<file path="src/rtl/mapper_pkg.sv">
package mapper_pkg;
  // 64 KB CPU space split into 4 KB windows: the window index is fixed at 4 bits
  localparam int WIN_IDX_W = 4;
  localparam int NUM_WIN   = 1 << WIN_IDX_W;

  typedef enum logic [1:0] {
    AREA_NONE    = 2'd0,
    AREA_EXP     = 2'd1,
    AREA_SCRATCH = 2'd2
  } area_e;

  typedef struct packed {
    logic                 accessOn;
    logic                 mapOn;
    logic                 regHit;
    logic                 regWr;
    logic [WIN_IDX_W-1:0] regIdx;
    logic [WIN_IDX_W-1:0] winIdx;
    area_e                area;
  } ctrlStrb_t;
endpackage

</file>
<file path="src/rtl/mapper_ctrl.sv">
module mapper_ctrl
  import mapper_pkg::*;
#(
  parameter logic [15:0] CRU_ACCESS_ADDR = 16'h1E00,
  parameter logic [15:0] CRU_MAP_ADDR    = 16'h1E02,
  parameter logic [15:0] REG_BASE        = 16'h4000,
  parameter int          SCR_W           = 10
) (
  input  logic        clk,
  input  logic        rstN,
  input  logic [15:1] cpuAddrW,
  input  logic        cpuWr,
  input  logic        cruWr,
  input  logic [15:0] cruAddr,
  input  logic        cruBit,
  output ctrlStrb_t   strb
);
  localparam int REG_SPAN_W = WIN_IDX_W + 1;  // 16 registers on word spacing
  localparam int SCR_TAG_W  = 16 - SCR_W;
  localparam logic [SCR_TAG_W-1:0] SCR_TAG = SCR_TAG_W'(16'h8000 >> SCR_W);

  logic accessQ;
  logic mapQ;

  always_ff @(posedge clk) begin
    if (!rstN) begin
      accessQ <= 1'b0;
      mapQ    <= 1'b0;
    end else if (cruWr) begin
      if (cruAddr == CRU_ACCESS_ADDR) accessQ <= cruBit;
      if (cruAddr == CRU_MAP_ADDR)    mapQ    <= cruBit;
    end
  end

  logic         inRegWin;
  logic [2:0]   topBits;
  area_e        areaD;

  always_comb begin
    inRegWin = (cpuAddrW[15:REG_SPAN_W] == REG_BASE[15:REG_SPAN_W]);
    topBits  = cpuAddrW[15:13];
    if ((topBits == 3'b001) || (topBits >= 3'b101))
      areaD = AREA_EXP;
    else if (cpuAddrW[15:SCR_W] == SCR_TAG)
      areaD = AREA_SCRATCH;
    else
      areaD = AREA_NONE;
  end

  always_comb begin
    strb.accessOn = accessQ;
    strb.mapOn    = mapQ;
    strb.regHit   = accessQ && inRegWin;
    strb.regWr    = accessQ && inRegWin && cpuWr;
    strb.regIdx   = cpuAddrW[WIN_IDX_W:1];
    strb.winIdx   = cpuAddrW[15:16-WIN_IDX_W];
    strb.area     = areaD;
  end
endmodule

</file>
<file path="src/rtl/mapper_datapath.sv">
module mapper_datapath
  import mapper_pkg::*;
#(
  parameter int REG_W  = 8,
  parameter int PAGE_W = 7,
  parameter int OFS_W  = 12,
  parameter int SCR_W  = 10,
  localparam int PHYS_W = PAGE_W + OFS_W + 1
) (
  input  logic              clk,
  input  logic              rstN,
  input  ctrlStrb_t         strb,
  input  logic [OFS_W-1:0]  cpuOfs,
  input  logic [REG_W-1:0]  cpuWrHi,
  output logic [2*REG_W-1:0] regRdData,
  output logic              ramSel,
  output logic [PHYS_W-1:0] physAddr
);
  logic [REG_W-1:0] pageReg [NUM_WIN];

  for (genvar g = 0; g < NUM_WIN; g++) begin : gPageReg
    always_ff @(posedge clk) begin
      if (!rstN)
        pageReg[g] <= '0;
      else if (strb.regWr && (strb.regIdx == WIN_IDX_W'(g)))
        pageReg[g] <= cpuWrHi;
    end
  end

  logic [REG_W-1:0]  selReg;
  logic [REG_W-1:0]  winReg;
  logic [PAGE_W-1:0] page;

  always_comb begin
    selReg    = pageReg[strb.regIdx];
    regRdData = strb.regHit ? {selReg, selReg} : '0;
  end

  always_comb begin
    winReg = pageReg[strb.winIdx];
    if (strb.mapOn)
      page = winReg[PAGE_W-1:0];
    else
      page = PAGE_W'(strb.winIdx);
  end

  always_comb begin
    unique case (strb.area)
      AREA_EXP: begin
        ramSel   = 1'b1;
        physAddr = {1'b0, page, cpuOfs};
      end
      AREA_SCRATCH: begin
        ramSel   = 1'b1;
        physAddr = {1'b1, {(PAGE_W + OFS_W - SCR_W){1'b0}}, cpuOfs[SCR_W-1:0]};
      end
      default: begin
        ramSel   = 1'b0;
        physAddr = '0;
      end
    endcase
  end
endmodule

</file>
<file path="src/rtl/paged_mem_mapper.sv">
module paged_mem_mapper
  import mapper_pkg::*;
#(
  parameter int PAGE_W = 7,
  parameter int OFS_W  = 12,
  parameter int SCR_W  = 10,
  localparam int REG_W  = 8,
  localparam int PHYS_W = PAGE_W + OFS_W + 1
) (
  input  logic              clk,
  input  logic              rstN,
  input  logic [15:0]       cpuAddr,
  input  logic              cpuWr,
  input  logic [REG_W-1:0]  cpuWrHi,
  input  logic              cruWr,
  input  logic [15:0]       cruAddr,
  input  logic              cruBit,
  output logic              regRdValid,
  output logic [2*REG_W-1:0] regRdData,
  output logic              ramSel,
  output logic [PHYS_W-1:0] physAddr
);
  ctrlStrb_t strb;

  mapper_ctrl #(
    .SCR_W(SCR_W)
  ) ctrl_i (
    .clk      (clk),
    .rstN     (rstN),
    .cpuAddrW (cpuAddr[15:1]),
    .cpuWr    (cpuWr),
    .cruWr    (cruWr),
    .cruAddr  (cruAddr),
    .cruBit   (cruBit),
    .strb     (strb)
  );

  mapper_datapath #(
    .REG_W  (REG_W),
    .PAGE_W (PAGE_W),
    .OFS_W  (OFS_W),
    .SCR_W  (SCR_W)
  ) dp_i (
    .clk       (clk),
    .rstN      (rstN),
    .strb      (strb),
    .cpuOfs    (cpuAddr[OFS_W-1:0]),
    .cpuWrHi   (cpuWrHi),
    .regRdData (regRdData),
    .ramSel    (ramSel),
    .physAddr  (physAddr)
  );

  assign regRdValid = strb.regHit;
endmodule

</file>
<file path="config.mk">
export PLATFORM = sky130hd
export DESIGN_NAME = paged_mem_mapper
export DESIGN_NICKNAME = d
export VERILOG_FILES = /design/src/rtl/mapper_pkg.sv /design/src/rtl/mapper_ctrl.sv /design/src/rtl/mapper_datapath.sv /design/src/rtl/paged_mem_mapper.sv
export SDC_FILE = /design/constraint.sdc
export NUM_CORES = 1
export LEC_CHECK = 0
export ABC_AREA = 1
export BUFFER_PORTS_ARGS = -buffer_cell sky130_fd_sc_hd__clkbuf_2
export CAP_MARGIN = 20
export CORE_ASPECT_RATIO = 1.5
export CORE_MARGIN = 2
export CORE_UTILIZATION = 65
export DETAILED_ROUTE_END_ITERATION = 6
export PLACE_DENSITY = 0.87
export SLEW_MARGIN = 25
export SYNTH_ARGS = -nofsm -noshare
export SYNTH_HDL_FRONTEND = slang
export SYNTH_SLANG_ARGS = --single-unit
</file>
<file path="constraint.sdc">
create_clock -name clk -period 2.5 [get_ports clk]
set_input_delay 0.25 -clock clk [delete_from_list [all_inputs] [get_ports clk]]
set_output_delay 0.25 -clock clk [all_outputs]
set_load 0.1 [all_outputs]
</file>
==> results by group, run 1 <==
Drt
  • Total Wirelength: 23760 µm
  • DRT iter0 DRCs: 1025
  • Vias per cell: 5.978
  • Drt drc: 0
  • Drt pass-1 iters: 6
  • Vias: roughly 7300
  • Final ANT Viol Nets: 0
  • WL per Instance: 19.52 µm

Final layout
  • Most common cell after layout, fill and taps aside: nand2_1
  • Register Area: 3884 µm²
  • Fill cell count: 710
  • Fin area: between 9000 and 10000 µm²
  • Share of cells above drive strength 1: 25.38%
  • Most frequent cells in the layout: 308 x nand2_1, 131 x inv_1, 128 x edfxtp_1
  • Area occupied by multi-input gates: 3520 µm²
  • Fin cells: 1217
  • Inserted Diodes: 0
  • Area delta synth->final: 21.79%
  • Fin nets: approximately 1100

Yosys
  • Register area share after synthesis: 48.17%
  • Gate Count Post-Synth: 978
  • Post-synthesis sequential element count: 130
  • EDFF count, synth: approximately 130
  • Post-Syn Area: a little over 8000 µm²
  • Ys async rst share: 0%
  • Yosys top cell area share: 47.67%
  • Most used DFF post-synth: edfxtp_1
  • Net Count, Synth: 1023
  • Cell variety after synth: 28
  • Cell taking the most area after synthesis: edfxtp_1
  • Synthesized area per cell: ~8.2 µm²
  • Ys Warns: 0
  • Synth top area cells: edfxtp_1 48%, nand2_1 14%, nor3_2 9.1%

Die
  • Die width: ~95 µm
  • Core area: 12080 µm²
  • Die area: approximately 13000 µm²
  • DIE HEIGHT: 140.4 µm
  • IO Pins: 83
  • Row cnt: 49
  • Initial core utilization: about two thirds

Worst setup path
  • CP required: 2250 ps
  • CP endpoint: regRdData[6]
  • CP Class: reg -> out
  • Start of the worst register-to-register path: ctrl_i.accessQ
  • Reg2Reg Depth: 6
  • Worst setup EP type: output pin
  • Critical path startpoint category: register
  • CP Max Fanout: 9
  • Capturing point of the worst reg2reg path: dp_i.pageReg[2][2]
  • Reg2Reg Setup Slack: 540 ps
  • Worst setup startpoint: ctrl_i.accessQ
  • Critical Path AT: 2080 ps

Global routing
  • First-pass GRT wire length: 36980 µm
  • Gr ovfl total: 0
  • Largest net degree at the start of global routing: 50
  • Number of global-route vias before repair: 7165
  • Initial antenna violation count: 0
  • Total GRT Usage: 37.50%

Power
  • PwrDens: between 600 and 700 nW/µm²
  • Comb power frac: 14.4%
  • Clk network pwr share: 44.0%
  • Power Internal: between 4 and 5 mW
  • Pleak: 4.392 nW
  • Worst IR Drop VDD: about 0.00058 V
  • Switching power: 1.644 mW
  • Switch share: ~27%
  • Sequential share of power: 41.6%

Clocking
  • Post-CTS Setup Bufs: 0
  • Worst skew pair latency: 420 ps
  • Clock buffer depth: 2
  • CTS Hold Buffers Added: 0
  • Number of buffers created by CTS: 17
  • Clock root buffer: clkbuf_16
  • Worst-path clk slew: approximately 60 ps
  • H-tree depth: 4
  • CTS Sinks: 130
  • Post-CTS Resized: 0
  • TritonCTS clock tree: built

Run
  • Max cap viols: 0

Timing
  • Slew Limit Fails: 0
  • Unrepaired setup endpoints after global routing: false
  • Final setup vio count: 0
  • Post-route clock period utilization: 93.05%
  • Post-layout min period: 2326 ps
  • Worst setup margin: 173.8 ps
  • Worst-Margin Slew: 937.1 ps
  • Clk_skew: 4.641 ps
  • F_max: ~430 MHz
  • Max transition margin: 37.46%
  • Fin. Hold Viols: 0

Worst hold path
  • HP Start: cruBit
  • HP Class: in -> reg
  • Cells on Worst Hold Path: 5

Outcome
  • Outcome: finished, final reports clean

Placement
  • Dpl cell area: 9196 µm²
  • Dpl cells: 1185
  • Pre-CTS WS: 93.94 ps
  • RePlAce Congestion: 0.9773
  • Post-detail-place hpwl: 15580 µm
  • Port bufs: 82
[registers in the layout (all words and copies together), names as in the netlist]
register and flops:
ctrl_i.mapQ 1, ctrl_i.accessQ 1, dp_i.pageReg 128
[worst max-delay path: stages, from the launching register on]
cell     delay, ps
dfxtp_1        310
inv_1           60
nor2_2         120
nand2_4        120
nor3_4         420
nand2_1        220
nor2_4         210
buf_12         200
[cell families after synthesis]
kind of cell           synth area share, %
AND/OR/NAND/NOR                      37.80
flip-flops                           48.17
buffers and inverters                10.21
AO/OA/AOI/OAI                        3.817
[layout make-up]
cell class	count	share of cell area (%)
clock inverters	13	1.886
flip-flops and latches	130	39.55
well taps	153	1.950
repair buffers	115	10.96
multi-input cells	649	35.84
clock buffers	19	4.409
inverters	138	5.403
[per-layer routing]
metal | up-vias | GRT usage (%) | wire, µm
met5 | - | 0 | 0
met4 | 0 | 26.16 | 1824
met3 | 156 | 8.553 | 2499
met2 | 545 | 61.93 | 11830
met1 | 3273 | 42.11 | 7610
li1 | 3301 | - | -
[worst min-delay path by stage]
stage | to | slack (ps)
2_1_floorplan | ctrl_i.accessQ | 490
3_3_place_gp | ctrl_i.accessQ | 550
3_5_place_dp | ctrl_i.accessQ | 540
4_1_cts | ctrl_i.mapQ | 190
5_1_grt | ctrl_i.mapQ | 210
6_report | ctrl_i.mapQ | 190
[power by group through the flow]
stage	Combinational (mW)	Clock (mW)	Sequential [mW]
floorplan	0.574	0	2.52
global placement	0.813	0	2.53
detailed placement	0.827	0	2.53
CTS	0.842	2.61	2.49
global route	0.915	2.71	2.49
finish	0.863	2.63	2.49
[Yosys cell counts (3+ instances only)]
| master | count |
|---|---|
| a21oi_1 | 17 |
| buf_1 | 3 |
| buf_2 | 22 |
| buf_4 | 10 |
| clkbuf_1 | 25 |
| edfxtp_1 | 128 |
| inv_1 | 133 |
| inv_2 | 3 |
| nand2_1 | 310 |
| nand3_1 | 17 |
| nand4_1 | 5 |
| nand4_2 | 7 |
| nand4_4 | 9 |
| nor2_1 | 110 |
| nor3_1 | 57 |
| nor3_2 | 73 |
| o211ai_1 | 8 |
| o21ai_0 | 27 |
[metrics by stage]
step	power [mW]	setup TNS (ps)	utilization, %	hold slack (ps)
finish	5.981	0	81.30	187.8
global route	6.118	0	81.30	212.9
CTS	5.942	0	81.26	186.4
detailed placement	3.358	0	76.14	542.3
global placement	3.340	0	76.14	553.3
floorplan	3.093	-3190	-	491.1
Note: power is estimated with default switching activity, not from simulation.
==> inputs of run 2 (changes only) <==
--- a/config.mk
+++ b/config.mk
@@ -6,12 +6,11 @@
 export NUM_CORES = 1
 export LEC_CHECK = 0
-export ABC_AREA = 1
 export BUFFER_PORTS_ARGS = -buffer_cell sky130_fd_sc_hd__clkbuf_2
 export CAP_MARGIN = 20
 export CORE_ASPECT_RATIO = 1.5
 export CORE_MARGIN = 2
-export CORE_UTILIZATION = 65
+export CORE_UTILIZATION = 63
 export DETAILED_ROUTE_END_ITERATION = 6
-export PLACE_DENSITY = 0.87
+export PLACE_DENSITY = 0.86
 export SLEW_MARGIN = 25
 export SYNTH_ARGS = -nofsm -noshare
==> constraint.sdc (replaced) <==
create_clock -name clk -period 2.5 [get_ports clk]
set_input_delay 0.5 -clock clk [delete_from_list [all_inputs] [get_ports clk]]
set_output_delay 0.5 -clock clk [all_outputs]
set_load 0.1 [all_outputs]
==> run 2 against run 1 <==
  * The run now fails in global routing
  * Synthesized cell count shrank 47%
  * Synthesized area is 18% lower
==> results by group, run 2 <==
Placement
  • RePlAce Congestion: 0.9880 (was 0.9773)
  • Dpl cells: 773 (was 1185)
  • Port bufs: 82 (unchanged)
  • Post-detail-place hpwl: 14430 µm (was 15580 µm)

Yosys
  • Gate Count Post-Synth: 523 (was 978)
  • Top-count cell post-synth: nor2_1 (was nand2_1)
  • Cell variety after synth: 43 (was 28)
  • Post-synthesis sequential element count: 130 (unchanged)
  • Post-Syn Area: 6613 µm² (was 8063 µm²)
  • Synth top area cells: edfxtp_1 58%, mux4_2 11%, nor2_1 7.7% (was edfxtp_1 48%, nand2_1 14%, nor3_2 9.1%)
  • Register area share after synthesis: 58.73% (was 48.17%)
  • Yosys top cell area share: 58.13% (was 47.67%)
  • Top cells by count, synth: 135 x nor2_1, 128 x edfxtp_1, 41 x nand2_1, 33 x mux4_2, 27 x clkbuf_1 (was 310 x nand2_1, 133 x inv_1, 128 x edfxtp_1, 110 x nor2_1, 73 x nor3_2)
  • EDFF count, synth: 128 (unchanged)
  • Net Count, Synth: 568 (was 1023)
  • Most used DFF post-synth: edfxtp_1 (unchanged)
  • Ys async rst share: 0% (unchanged)
  • Ys Warns: 0 (unchanged)
  • Cell taking the most area after synthesis: edfxtp_1 (unchanged)
  • Synthesized area per cell: 12.64 µm² (was 8.244 µm²)

Die
  • Row cnt: 45 (was 49)
  • Initial core utilization: 64.89% (was 66.76%)
  • Die width: 87.65 µm (was 94.94 µm)
  • DIE HEIGHT: 129.5 µm (was 140.4 µm)
  • IO Pins: 83 (unchanged)

Clocking
  • Clock buffer depth: 2 (unchanged)
  • CTS Sinks: 130 (unchanged)
  • H-tree depth: 4 (unchanged)
  • CTS Hold Buffers Added: 0 (unchanged)
  • Number of buffers created by CTS: 17 (unchanged)
  • Clock root buffer: clkbuf_16 (unchanged)

Global routing
  • Largest net degree at the start of global routing: 23
  • Initial antenna violation count: 3

Timing
  • GR repair worst EP: regRdData[9]
  • Worst endpoint type: primary output

Outcome
  • Last step reached: global routing
  • Outcome: did not finish (was finished, final reports clean)
  • Tool Error: [ERROR DPL-0033] detailed placement checks failed during check placement.
==> run 2: through the flow <==
stage / cell area (µm²) / setup slack (ps) / hold WS (ps)
floorplan: 7004 / -1417 / 434.7
global placement: 8528 / -134.1 / 482.3
detailed placement: 8528 / -221.4 / 496.1
CTS: 9280 / -128.4 / 325.5
==> run 2: logic make-up after synthesis <==
kind of cell / after synthesis / share of synthesized area [%]
mux: 65 / 16.37
compound gates: 46 / 4.503
flops: 130 / 58.73
buf+inv: 51 / 3.519
simple gates: 231 / 16.88
==> run 2: what timing repair did <==
| item | CTS |
|---|---|
| pin swaps | 3 |
| hold endpoints to repair | 0 |
| setup buffers | 7 |
| gates cloned | 2 |
| resized for setup | 14 |
| setup endpoints to repair | 25 |
==> inputs of run 3 (changes only) <==
- CORE_ASPECT_RATIO: 1.5 -> default
- CORE_UTILIZATION: 63 -> 40
- PLACE_DENSITY: 0.86 -> default
- PLACE_DENSITY_LB_ADDON: default -> 0.15
==> run 3 against run 2 <==
  * The flow now finishes, with violations (setup timing)
  * Synthesized cell count unchanged
  * Synthesized area unchanged
==> results by group, run 3 <==
Die
  • Die area: 17580 µm²
  • Core area: 16350 µm²
  • Die width: 132.6 µm (was 87.65 µm)
  • IO Pins: 83 (unchanged)
  • Row cnt: 47 (was 45)
  • DIE HEIGHT: 132.6 µm (was 129.5 µm)
  • Initial core utilization: 40.45% (was 64.89%)

Yosys
  • Ys async rst share: 0% (unchanged)
  • Ys Warns: 0 (unchanged)
  • Gate Count Post-Synth: 523 (unchanged)
  • Post-Synth XOR/XNOR Area: 0% (unchanged)
  • Synth top area cells: edfxtp_1 58%, mux4_2 11%, nor2_1 7.7% (unchanged)
  • Most used DFF post-synth: edfxtp_1 (unchanged)
  • Largest family of logic cells by synthesized area: simple AND/OR/NAND/NOR gates (unchanged)
  • Top cells by count, synth: 135 x nor2_1, 128 x edfxtp_1, 41 x nand2_1, 33 x mux4_2, 27 x clkbuf_1 (unchanged)
  • Register area share after synthesis: 58.73% (unchanged)
  • Post-synthesis compound-gate area fraction: 4.503% (unchanged)
  • Top-count cell post-synth: nor2_1 (unchanged)
  • Adder and majority gate portion of the synthesized area: 0% (unchanged)
  • Net Count, Synth: 568 (unchanged)
  • Multiplexer area fraction after synthesis: 16.37% (unchanged)
  • Post-Syn Area: 6613 µm² (unchanged)
  • Post-synthesis sequential element count: 130 (unchanged)
  • EDFF count, synth: 128 (unchanged)
  • Yosys top cell area share: 58.13% (unchanged)
  • Cell variety after synth: 43 (unchanged)
  • Synthesized area per cell: 12.64 µm² (unchanged)
  • Cell taking the most area after synthesis: edfxtp_1 (unchanged)
  • Post-Synth Simple-Gate Area: 16.88% (unchanged)

Clocking
  • Worst skew pair latency: 420 ps
  • Number of buffers created by CTS: 17 (unchanged)
  • TritonCTS clock tree: built
  • H-tree depth: 4 (unchanged)
  • Clock buffer depth: 2 (unchanged)
  • CTS Hold Buffers Added: 0 (unchanged)
  • Clock root buffer: clkbuf_16 (unchanged)
  • Worst-path clk slew: 60 ps
  • CTS Sinks: 130 (unchanged)

Worst setup path
  • CP top delay family: simple AND/OR/NAND/NOR gates
  • Critical Path, Cell by Cell: buf_6 -> or4_4 -> nor3_4 -> nand2_4 -> o21ai_4 -> buf_12
  • CP Class: in -> out
  • CP required: 2000 ps
  • Critical Path AT: 2090 ps
  • Worst setup EP type: output pin
  • Slowest CP cell: or4_4
  • Critical Path Max Stage Delay: just under 600 ps
  • CP Max Fanout: 8
  • Critical path startpoint category: primary input
  • Worst Path Buf+Inv: 2

Final layout
  • Register Area: just under 4000 µm²
  • Largest register FFs: 128
  • Fill cell count: 1344
  • Most common cell after layout, fill and taps aside: nor2_1
  • Most frequent cells in the layout: 135 x nor2_1, 128 x edfxtp_1, 72 x buf_4
  • Area occupied by multi-input gates: 2806 µm²
  • Most flops, register: dp_i.pageReg
  • Fin nets: between 700 and 800
  • Top Registers: dp_i.pageReg: 128 flops, ctrl_i.accessQ: 1 flops, ctrl_i.mapQ: 1 flops
  • Area delta synth->final: 41.97%
  • Share of cells above drive strength 1: 46.47%
  • Inserted Diodes: 0

Placement
  • Port bufs: 82 (unchanged)
  • Pre-CTS WS: -172.8 ps (was -221.4 ps)
  • Post-detail-place hpwl: 14500 µm (was 14430 µm)
  • RePlAce Congestion: 0.8542 (was 0.9880)

Timing
  • Post-layout min period: between 2000 and 3000 ps
  • F_max: 386.5 MHz
  • Final setup vio count: 16
  • Max transition margin: 49.83%
  • Post-route clock period utilization: 103.5%
  • Unrepaired setup endpoints after global routing: true
  • Clk_skew: 11.07 ps
  • Fin. Hold Viols: 0
  • Worst setup margin: -87.06 ps
  • Slew Limit Fails: 0
  • Hold_ws: ~340 ps
  • Worst-Margin Slew: 750.8 ps

Drt
  • DRT iter0 DRCs: between 400 and 500
  • Drt pass-1 iters: 5
  • Total Wirelength: 19610 µm
  • Final ANT Viol Nets: 0
  • Vias: slightly below 5000
  • WL per Instance: 21.79 µm
  • Drt drc: 0
  • Vias per cell: 5.446

Global routing
  • First-pass GRT wire length: 29460 µm
  • Initial antenna violation count: 0
  • Largest net degree at the start of global routing: 24
  • Total GRT Usage: a little under a quarter
  • Gr ovfl total: 0
  • Number of global-route vias before repair: ~5000

Worst hold path
  • HP Class: in -> reg

Run
  • Max cap viols: 0

Power
  • Worst IR Drop VDD: 0.0004511 V
  • PwrDens: 593.6 nW/µm²
  • Pleak: 3.579 nW

Outcome
  • Outcome: finished, violations left (was did not finish)
  • Failing checks: setup timing
## run 3: cell counts after synthesis
Identical to the previous run, type by type.
## run 3: path summary, 6_finish.rpt
kind / start / end / slack [ps] / cells past startpoint
worst min-delay path: cruBit / ctrl_i.mapQ / 340 / 3
worst max register to register: ctrl_i.accessQ / dp_i.pageReg[11][3] / 500 / 6
worst max-delay path: cpuAddr[9] / regRdData[4] / -90 / 6
worst min register to register: ctrl_i.accessQ / ctrl_i.accessQ / 500 / 2
## run 3: layer usage
layer	GRT usage [%]	wire [µm]
met1	31.07	8193
met2	37.28	9540
met3	3.946	1506
met4	7.527	373
met5	0	0
## run 3: where the power goes
group          internal (mW)  leakage, nW  switching, mW
Combinational          0.338         1.99          0.456
Sequential              2.46         1.34         0.0361
Clock                   1.38        0.256          0.898
## run 3: cells by family (layout without fill, tap and decap cells)
family / count (synthesis) / count (layout)
and+or+nand+nor: 231 / 231
DFF: 130 / 130
muxes: 65 / 65
buffers and inverters: 51 / 208
AOI/OAI and AO/OA: 46 / 46
## run 3: repair_timing
action	CTS	global route
gates resized for setup	13	10
pin swaps	2	2
endpoints found under the setup margin	27	17
gates cloned	0	1
buffers inserted	4	0
## run 3: worst register-to-register path, stage by stage (launching register included)
cell and delay [ps]:
dfxtp_1 360, nand4bb_2 270, buf_4 260, nor3_1 280, buf_4 190, nand2_2 50, nand2_1 260
## run 3: per-stage QoR
stage | power (mW) | instances | TNS, ps | util (%) | cell area [µm²]
finish | 5.572 | 900 | -1285 | 57.42 | 9388
global route | 5.722 | 900 | -2043 | 57.42 | 9388
CTS | 5.585 | 899 | -1325 | 57.00 | 9319
detailed placement | 3.307 | 863 | -10150 | 53.15 | 8690
global placement | 3.300 | 863 | -7936 | 53.15 | 8690
floorplan | 2.972 | 523 | -27860 | - | 7004
## run 3: area by class of cell
cell class	instances	area share, %
Sequential cell	130	41.37
Multi-Input combinational cell	342	29.89
Timing Repair Buffer	170	19.78
Clock buffer	22	4.838
Tap cell	220	2.932
Clock inverter	10	0.9463
Inverter	6	0.2399
